[src/rtl/alu8_pkg.sv]
package alu8_pkg;
  localparam int OPW = 5;
  localparam int NFLAG = 6;

  // flag bit positions shared by flags and enable mask
  localparam int FC = 0;
  localparam int FZ = 1;
  localparam int FN = 2;
  localparam int FV = 3;
  localparam int FS = 4;
  localparam int FH = 5;

  localparam logic [OPW-1:0] OP_ADD  = 5'd0;
  localparam logic [OPW-1:0] OP_ADC  = 5'd1;
  localparam logic [OPW-1:0] OP_SUB  = 5'd2;
  localparam logic [OPW-1:0] OP_SBC  = 5'd3;
  localparam logic [OPW-1:0] OP_AND  = 5'd4;
  localparam logic [OPW-1:0] OP_OR   = 5'd5;
  localparam logic [OPW-1:0] OP_XOR  = 5'd6;
  localparam logic [OPW-1:0] OP_COM  = 5'd7;
  localparam logic [OPW-1:0] OP_NEG  = 5'd8;
  localparam logic [OPW-1:0] OP_INC  = 5'd9;
  localparam logic [OPW-1:0] OP_DEC  = 5'd10;
  localparam logic [OPW-1:0] OP_LSL  = 5'd11;
  localparam logic [OPW-1:0] OP_LSR  = 5'd12;
  localparam logic [OPW-1:0] OP_ROL  = 5'd13;
  localparam logic [OPW-1:0] OP_ROR  = 5'd14;
  localparam logic [OPW-1:0] OP_ASR  = 5'd15;
  localparam logic [OPW-1:0] OP_SWAP = 5'd16;

  localparam logic [NFLAG-1:0] M_ALL   = 6'b111111;
  localparam logic [NFLAG-1:0] M_ZNVS  = 6'b011110;
  localparam logic [NFLAG-1:0] M_CZNVS = 6'b011111;
endpackage

[src/rtl/alu8_arith.sv]
module alu8_arith
  import alu8_pkg::*;
#(
  parameter int WIDTH = 8
) (
  input  logic [OPW-1:0]   op,
  input  logic [WIDTH-1:0] a,
  input  logic [WIDTH-1:0] b,
  input  logic             cin,
  input  logic             zin,
  output logic [WIDTH-1:0] res,
  output logic [NFLAG-1:0] fl,
  output logic [NFLAG-1:0] we
);
  localparam int HB = WIDTH / 2;

  logic [WIDTH-1:0] x, y, r;
  logic             ci, sub, hit, chain;
  logic [NFLAG-1:0] mask;
  logic [WIDTH:0]   full;
  logic [HB:0]      low;
  logic             vf, nf, zf;

  // operand steering: every op in this unit is x +/- y +/- ci
  always_comb begin
    x     = a;
    y     = b;
    ci    = 1'b0;
    sub   = 1'b0;
    hit   = 1'b1;
    chain = 1'b0;
    mask  = M_ALL;
    case (op)
      OP_ADD: ;
      OP_ADC: ci = cin;
      OP_SUB: sub = 1'b1;
      OP_SBC: begin sub = 1'b1; ci = cin; chain = 1'b1; end
      OP_NEG: begin sub = 1'b1; x = '0; y = a; end
      OP_INC: begin y = WIDTH'(1); mask = M_ZNVS; end
      OP_DEC: begin y = WIDTH'(1); sub = 1'b1; mask = M_ZNVS; end
      default: begin hit = 1'b0; mask = '0; end
    endcase
  end

  always_comb begin
    if (sub) begin
      full = {1'b0, x} - {1'b0, y} - {{WIDTH{1'b0}}, ci};
      low  = {1'b0, x[HB-1:0]} - {1'b0, y[HB-1:0]} - {{HB{1'b0}}, ci};
    end else begin
      full = {1'b0, x} + {1'b0, y} + {{WIDTH{1'b0}}, ci};
      low  = {1'b0, x[HB-1:0]} + {1'b0, y[HB-1:0]} + {{HB{1'b0}}, ci};
    end
    r  = full[WIDTH-1:0];
    nf = r[WIDTH-1];
    zf = (r == '0) && (!chain || zin);
    if (sub)
      vf = (x[WIDTH-1] != y[WIDTH-1]) && (nf != x[WIDTH-1]);
    else
      vf = (x[WIDTH-1] == y[WIDTH-1]) && (nf != x[WIDTH-1]);
  end

  always_comb begin
    fl      = '0;
    fl[FC]  = full[WIDTH];
    fl[FZ]  = zf;
    fl[FN]  = nf;
    fl[FV]  = vf;
    fl[FS]  = nf ^ vf;
    fl[FH]  = low[HB];
    fl      = fl & mask;
    we      = mask;
    res     = hit ? r : '0;
  end
endmodule

[src/rtl/alu8_logic.sv]
module alu8_logic
  import alu8_pkg::*;
#(
  parameter int WIDTH = 8
) (
  input  logic [OPW-1:0]   op,
  input  logic [WIDTH-1:0] a,
  input  logic [WIDTH-1:0] b,
  output logic [WIDTH-1:0] res,
  output logic [NFLAG-1:0] fl,
  output logic [NFLAG-1:0] we
);
  localparam int HB = WIDTH / 2;

  logic [WIDTH-1:0] r;
  logic [NFLAG-1:0] mask;
  logic             cset;

  always_comb begin
    r    = '0;
    mask = M_ZNVS;
    cset = 1'b0;
    case (op)
      OP_AND:  r = a & b;
      OP_OR:   r = a | b;
      OP_XOR:  r = a ^ b;
      OP_COM:  begin r = ~a; mask = M_CZNVS; cset = 1'b1; end
      OP_SWAP: begin r = {a[HB-1:0], a[WIDTH-1:HB]}; mask = '0; end
      default: mask = '0;
    endcase
  end

  always_comb begin
    fl     = '0;
    fl[FC] = cset;
    fl[FZ] = (r == '0);
    fl[FN] = r[WIDTH-1];
    fl[FV] = 1'b0;
    fl[FS] = r[WIDTH-1];
    fl     = fl & mask;
    we     = mask;
    res    = r;
  end
endmodule

[src/rtl/alu8_shift.sv]
module alu8_shift
  import alu8_pkg::*;
#(
  parameter int WIDTH = 8
) (
  input  logic [OPW-1:0]   op,
  input  logic [WIDTH-1:0] a,
  input  logic             cin,
  output logic [WIDTH-1:0] res,
  output logic [NFLAG-1:0] fl,
  output logic [NFLAG-1:0] we
);
  logic [WIDTH-1:0] r;
  logic             cout, hit, nf, vf;

  always_comb begin
    r    = '0;
    cout = 1'b0;
    hit  = 1'b1;
    case (op)
      OP_LSL: begin r = {a[WIDTH-2:0], 1'b0};       cout = a[WIDTH-1]; end
      OP_ROL: begin r = {a[WIDTH-2:0], cin};        cout = a[WIDTH-1]; end
      OP_LSR: begin r = {1'b0, a[WIDTH-1:1]};       cout = a[0]; end
      OP_ROR: begin r = {cin, a[WIDTH-1:1]};        cout = a[0]; end
      OP_ASR: begin r = {a[WIDTH-1], a[WIDTH-1:1]}; cout = a[0]; end
      default: hit = 1'b0;
    endcase
  end

  always_comb begin
    nf     = r[WIDTH-1];
    vf     = nf ^ cout;
    fl     = '0;
    fl[FC] = cout;
    fl[FZ] = (r == '0);
    fl[FN] = nf;
    fl[FV] = vf;
    fl[FS] = nf ^ vf;
    we     = hit ? M_CZNVS : '0;
    fl     = fl & we;
    res    = r;
  end
endmodule

[src/rtl/alu8_core.sv]
module alu8_core
  import alu8_pkg::*;
#(
  parameter int WIDTH = 8
) (
  input  logic             clk,
  input  logic             rst,
  input  logic [4:0]       op_i,
  input  logic [WIDTH-1:0] a_i,
  input  logic [WIDTH-1:0] b_i,
  input  logic             c_in,
  input  logic             z_in,
  output logic [WIDTH-1:0] res_o,
  output logic [5:0]       flags_o,
  output logic [5:0]       flag_we_o
);
  localparam int NUNIT = 3;

  logic [NUNIT-1:0][WIDTH-1:0] u_res;
  logic [NUNIT-1:0][NFLAG-1:0] u_fl;
  logic [NUNIT-1:0][NFLAG-1:0] u_we;

  alu8_arith #(.WIDTH(WIDTH)) u_arith (
    .op(op_i), .a(a_i), .b(b_i), .cin(c_in), .zin(z_in),
    .res(u_res[0]), .fl(u_fl[0]), .we(u_we[0])
  );

  alu8_logic #(.WIDTH(WIDTH)) u_logic (
    .op(op_i), .a(a_i), .b(b_i),
    .res(u_res[1]), .fl(u_fl[1]), .we(u_we[1])
  );

  alu8_shift #(.WIDTH(WIDTH)) u_shift (
    .op(op_i), .a(a_i), .cin(c_in),
    .res(u_res[2]), .fl(u_fl[2]), .we(u_we[2])
  );

  // each unit drives zeros for codes it does not own, so an OR merges them
  logic [WIDTH-1:0] res_d;
  logic [NFLAG-1:0] fl_d, we_d;

  always_comb begin
    res_d = '0;
    fl_d  = '0;
    we_d  = '0;
    for (int i = 0; i < NUNIT; i++) begin
      res_d = res_d | u_res[i];
      fl_d  = fl_d  | u_fl[i];
      we_d  = we_d  | u_we[i];
    end
  end

  always_ff @(posedge clk) begin
    if (rst) begin
      res_o     <= '0;
      flags_o   <= '0;
      flag_we_o <= '0;
    end else begin
      res_o     <= res_d;
      flags_o   <= fl_d;
      flag_we_o <= we_d;
    end
  end

  // an edge with reset high leaves all outputs cleared
  a_r1_reset_clears: assert property (@(posedge clk)
    $past(rst) |-> (res_o == '0 && flags_o == '0 && flag_we_o == '0));

  // sign flag consistent with N and V
  a_r5_sign_is_n_xor_v: assert property (@(posedge clk) disable iff (rst)
    flag_we_o[FS] |-> (flags_o[FS] == (flags_o[FN] ^ flags_o[FV])));

  // disabled flags read zero
  a_r5_masked_zero: assert property (@(posedge clk) disable iff (rst)
    (flags_o & ~flag_we_o) == '0);

  // increment and decrement never touch C or H
  a_r9_incdec_keep_c: assert property (@(posedge clk) disable iff (rst)
    (!$past(rst) && ($past(op_i) == OP_INC || $past(op_i) == OP_DEC))
      |-> (!flag_we_o[FC] && !flag_we_o[FH]));

  // logic ops clear V
  a_r6_logic_v_clear: assert property (@(posedge clk) disable iff (rst)
    (!$past(rst) && ($past(op_i) == OP_AND || $past(op_i) == OP_OR ||
                     $past(op_i) == OP_XOR)) |-> (flag_we_o[FV] && !flags_o[FV]));

  // swap writes no flag
  a_r11_swap_quiet: assert property (@(posedge clk) disable iff (rst)
    (!$past(rst) && $past(op_i) == OP_SWAP) |-> (flag_we_o == '0));

  // unused codes give nothing
  a_r12_bad_op_quiet: assert property (@(posedge clk) disable iff (rst)
    (!$past(rst) && $past(op_i) > OP_SWAP) |-> (res_o == '0 && flag_we_o == '0));

  // chained zero never set when incoming zero was clear
  a_r4_chain_zero: assert property (@(posedge clk) disable iff (rst)
    (!$past(rst) && $past(op_i) == OP_SBC && !$past(z_in)) |-> !flags_o[FZ]);
endmodule

[config.mk]
export PLATFORM = sky130hd
export DESIGN_NAME = alu8_core
export DESIGN_NICKNAME = d
export VERILOG_FILES = /design/src/rtl/alu8_pkg.sv /design/src/rtl/alu8_arith.sv /design/src/rtl/alu8_logic.sv /design/src/rtl/alu8_shift.sv /design/src/rtl/alu8_core.sv
export SDC_FILE = /design/constraint.sdc
export NUM_CORES = 1
export LEC_CHECK = 0
export ABC_AREA = 1
export BUFFER_PORTS_ARGS = -buffer_cell sky130_fd_sc_hd__buf_4
export CORE_MARGIN = 2
export CORE_UTILIZATION = 62
export CTS_CLUSTER_SIZE = 25
export DETAILED_ROUTE_END_ITERATION = 12
export GPL_TIMING_DRIVEN = 0
export PLACE_DENSITY = 0.87
export SYNTH_ARGS = -nofsm -noshare
export SYNTH_HDL_FRONTEND = slang
export SYNTH_SLANG_ARGS = --single-unit
[constraint.sdc]
create_clock -name clk -period 5.1 [get_ports clk]
set_input_delay 1.02 -clock clk [delete_from_list [all_inputs] [get_ports clk]]
set_output_delay 1.02 -clock clk [all_outputs]
set_load 0.02 [all_outputs]
==> impl_metrics.yaml <==
synth:
  post_synth_num_cell_types: 33
  postSynthAreaPerCell_um2: 6.13
  syn_area_um2: 2650
  ys_seq_area_share_pct: 12.8
  synthAdderAreaFrac_pct: 19.6
  synth_simple_gate_area_share_pct: 37.0
  synth_compound_area_share_pct: 15.1
  yosys_warnings: 0
  yosys.area.top_type_share_pct: 16.5
  muxShareOfSynthArea_pct: 0
  synthCells: 432
  synth_fp_nets: 496
  synth_xor_xnor_area_share_pct: 1.61
  yosys_register_bits: 17
  synth_top_family_by_area: "simple AND/OR/NAND/NOR gates"
  synth.largest_area_cell: "ha_1"
  synth.area.top_cells: "ha_1 (17%), nand2_1 (14%), dfxtp_1 (13%)"
sta:
  fmax_ghz: 0.229
  hold_ws_ns: 0.988
  setup_viol: 0
  setup_tns_ns: 0
  fin_crit_ns: 4.37
  slew_headroom_pct: 53.7
  rsz0062_at_grt: "no"
  slew_violations: 0
  fin_crit_sh_pct: 85.6
  worst_slack_ns: 0.734
  worst_slew_pin_slew_ns: 0.692
  hold_violations: 0
power_and_ir_drop:
  p_sw_uw: 234
  powerDensity_nw_per_um2: 177
  peakVddDrop_v: 0.000113
  combPwrFrac_pct: 54.8
  pwr-share-clk_pct: 18.5
  power_leakage_nw: 1.69
  switching_share_pct: 43.2
  pwr-share-seq_pct: 26.7
  p_int_uw: 309
route:
  dr.pass1.iters: 6
  drc: 0
  vias: 3065
  wl_mm: 8.05
  vias_per_cell: 5.80
  drt-initial-drc-count: 326
  wl_per_cell_um: 15.3
  ant_nets: 0
floorplan:
  die_x_um: 69.4
  die_area_um2: 4810
  rows: 23
  die_h_um: 69.4
  ios: 45
  initial_core_util_pct: 65.3
  core_um2: 4060
global_routing:
  antenna_found_initial: 0
  grt_util_all_layers_pct: 34.5
  gr-total-overflow: 0
  grt_pass1_wl_mm: 13.6
  first_global_vias: 2899
  grt_start_max_net_pins: 11
clock_network:
  numCtsBuffers: 3
  post_cts_buffers: 0
  ctsRootBufferMaster: "clkbuf_8"
  path_clk_slew_ns: 0.06
  clock-sinks: 17
  cts_tree: "built"
  max-clock-path-buffers: 2
  hold_buffers: 0
  post_cts_resized: 0
  htreeDepth: 1
critical_path:
  critical_path_class: "in -> reg"
  crit_fanout: 8
  path_delay_family: "simple AND/OR/NAND/NOR gates"
  cp_slowest_stage_delay_ns: 0.55
  cp-start-kind: "input pin"
  worstSetupEndpointType: "flop"
  worstPathCellList: "buf_4, nor2_4, nand2_1, nor2_1, o22ai_1, fa_1, fa_1, nor2_1, o21ai_0, nand4_1, o211ai_1, or2_2, nand3_1, nand3_1, a21oi_1"
  critPathBufInv: 1
  cp_slowest_cell: "fa_1"
  critPathRequiredTime_ns: 5.27
  worstPathArrival_ns: 4.54
outcome:
  outcome: "finished clean"
place:
  dp.final_hpwl_mm: 6.69
  gp_congestion: 0.967
  placed_area_um2: 3030
  portBuffers: 42
  post-place-ws_ns: 0.594
cells_and_area:
  diodes: 0
  fin_area_um2: 3070
  nNetsFinal: 543
  syn2layout_area_growth_pct: 16.0
  drive_gt1_share_pct: 15.1
hold_path:
  hold_path_class: "in -> reg"
run:
  maxCapViolations: 0
==> synth_stat cells (all sizes together) <==
| cell type | n |
|---|---|
| nand2 | 104 |
| inv | 76 |
| nor2 | 49 |
| nand3 | 38 |
| ha | 35 |
| a21oi | 25 |
| o21ai | 22 |
| dfxtp | 17 |
| o22ai | 16 |
| nand4 | 11 |
| buf | 8 |
| nand3b | 6 |
| fa | 4 |
| nor3 | 4 |
| or2 | 4 |
| xor2 | 4 |
| clkbuf | 2 |
| o211ai | 2 |
| a21boi | 1 |
| a31oi | 1 |
| a41oi | 1 |
| o21a | 1 |
| o21bai | 1 |
==> layer usage <==
metal	up-vias	part of all wire (%)	GRT usage (%)
met2	178	47	59.7
met1	1362	43	44.9
li1	1492	-	-
met3	33	7.6	2.62
met4	0	2.5	12.2
met5	-	0	0
==> power groups by stage <==
| stage | Combinational [mW] | Sequential [mW] | Clock [mW] |
|---|---|---|---|
| after floorplan | 0.188 | 0.160 | 0 |
| after global placement | 0.279 | 0.147 | 0 |
| after CTS | 0.291 | 0.145 | 0.100 |
| final | 0.297 | 0.145 | 0.100 |
| after global routing | 0.332 | 0.146 | 0.107 |
| after detailed placement | 0.289 | 0.148 | 0 |
==> cell type report <==
class | instances | area, µm²
Buffer | 10 | 82.6
Sequential cell | 17 | 340
Inverter | 76 | 285
Tap cell | 50 | 62.6
Clock buffer | 4 | 45.0
Multi-Input combinational cell | 329 | 1940
Fill cell | 373 | 986
Timing Repair Buffer | 42 | 315
==> cell families (layout without fill, tap and decap cells) <==
kind of cell | count (synthesis) | count (layout)
AO/OA/AOI/OAI | 70 | 70
XOR/XNOR | 4 | 4
buffers and inverters | 86 | 132
adder cells (fa/ha/maj) | 39 | 39
flip-flops | 17 | 17
AND/OR/NAND/NOR | 216 | 216
==> stage by stage <==
stage	cells	power (mW)	utilization, %
2_1_floorplan	432	0.347	-
6_report	528	0.543	75.7
5_1_grt	528	0.585	75.7
4_1_cts	528	0.536	75.7
3_5_place_dp	524	0.437	74.6
3_3_place_gp	524	0.427	74.6
==> state kept, by name, indices dropped and copies added, names as in the netlist <==
name / flops
flag_we_o: 3
flags_o: 6
res_o: 8
==> cells in the final DEF (no fill, tap or decap), types with 3 or more instances in the layout <==
master / count
nand2_2: 3
o22ai_1: 16
nand3_1: 36
inv_1: 73
a21oi_1: 24
or2_2: 4
ha_1: 35
buf_4: 46
fa_1: 4
nand2_1: 101
nand3b_1: 6
nor2_1: 44
nor3_1: 4
clkbuf_1: 3
nand4_1: 11
dfxtp_1: 17
inv_2: 3
clkbuf_8: 3
xor2_1: 3
buf_6: 4
nor2_4: 4
o21ai_0: 20
==> worst paths after layout <==
path | from | to | cells past startpoint
worst min-delay path | rst | res_o[4]$_SDFF_PP0_ | 2
worst max-delay path | op_i[2] | flags_o[0]$_SDFF_PP0_ | 15
(Power assumes the default switching activity.)
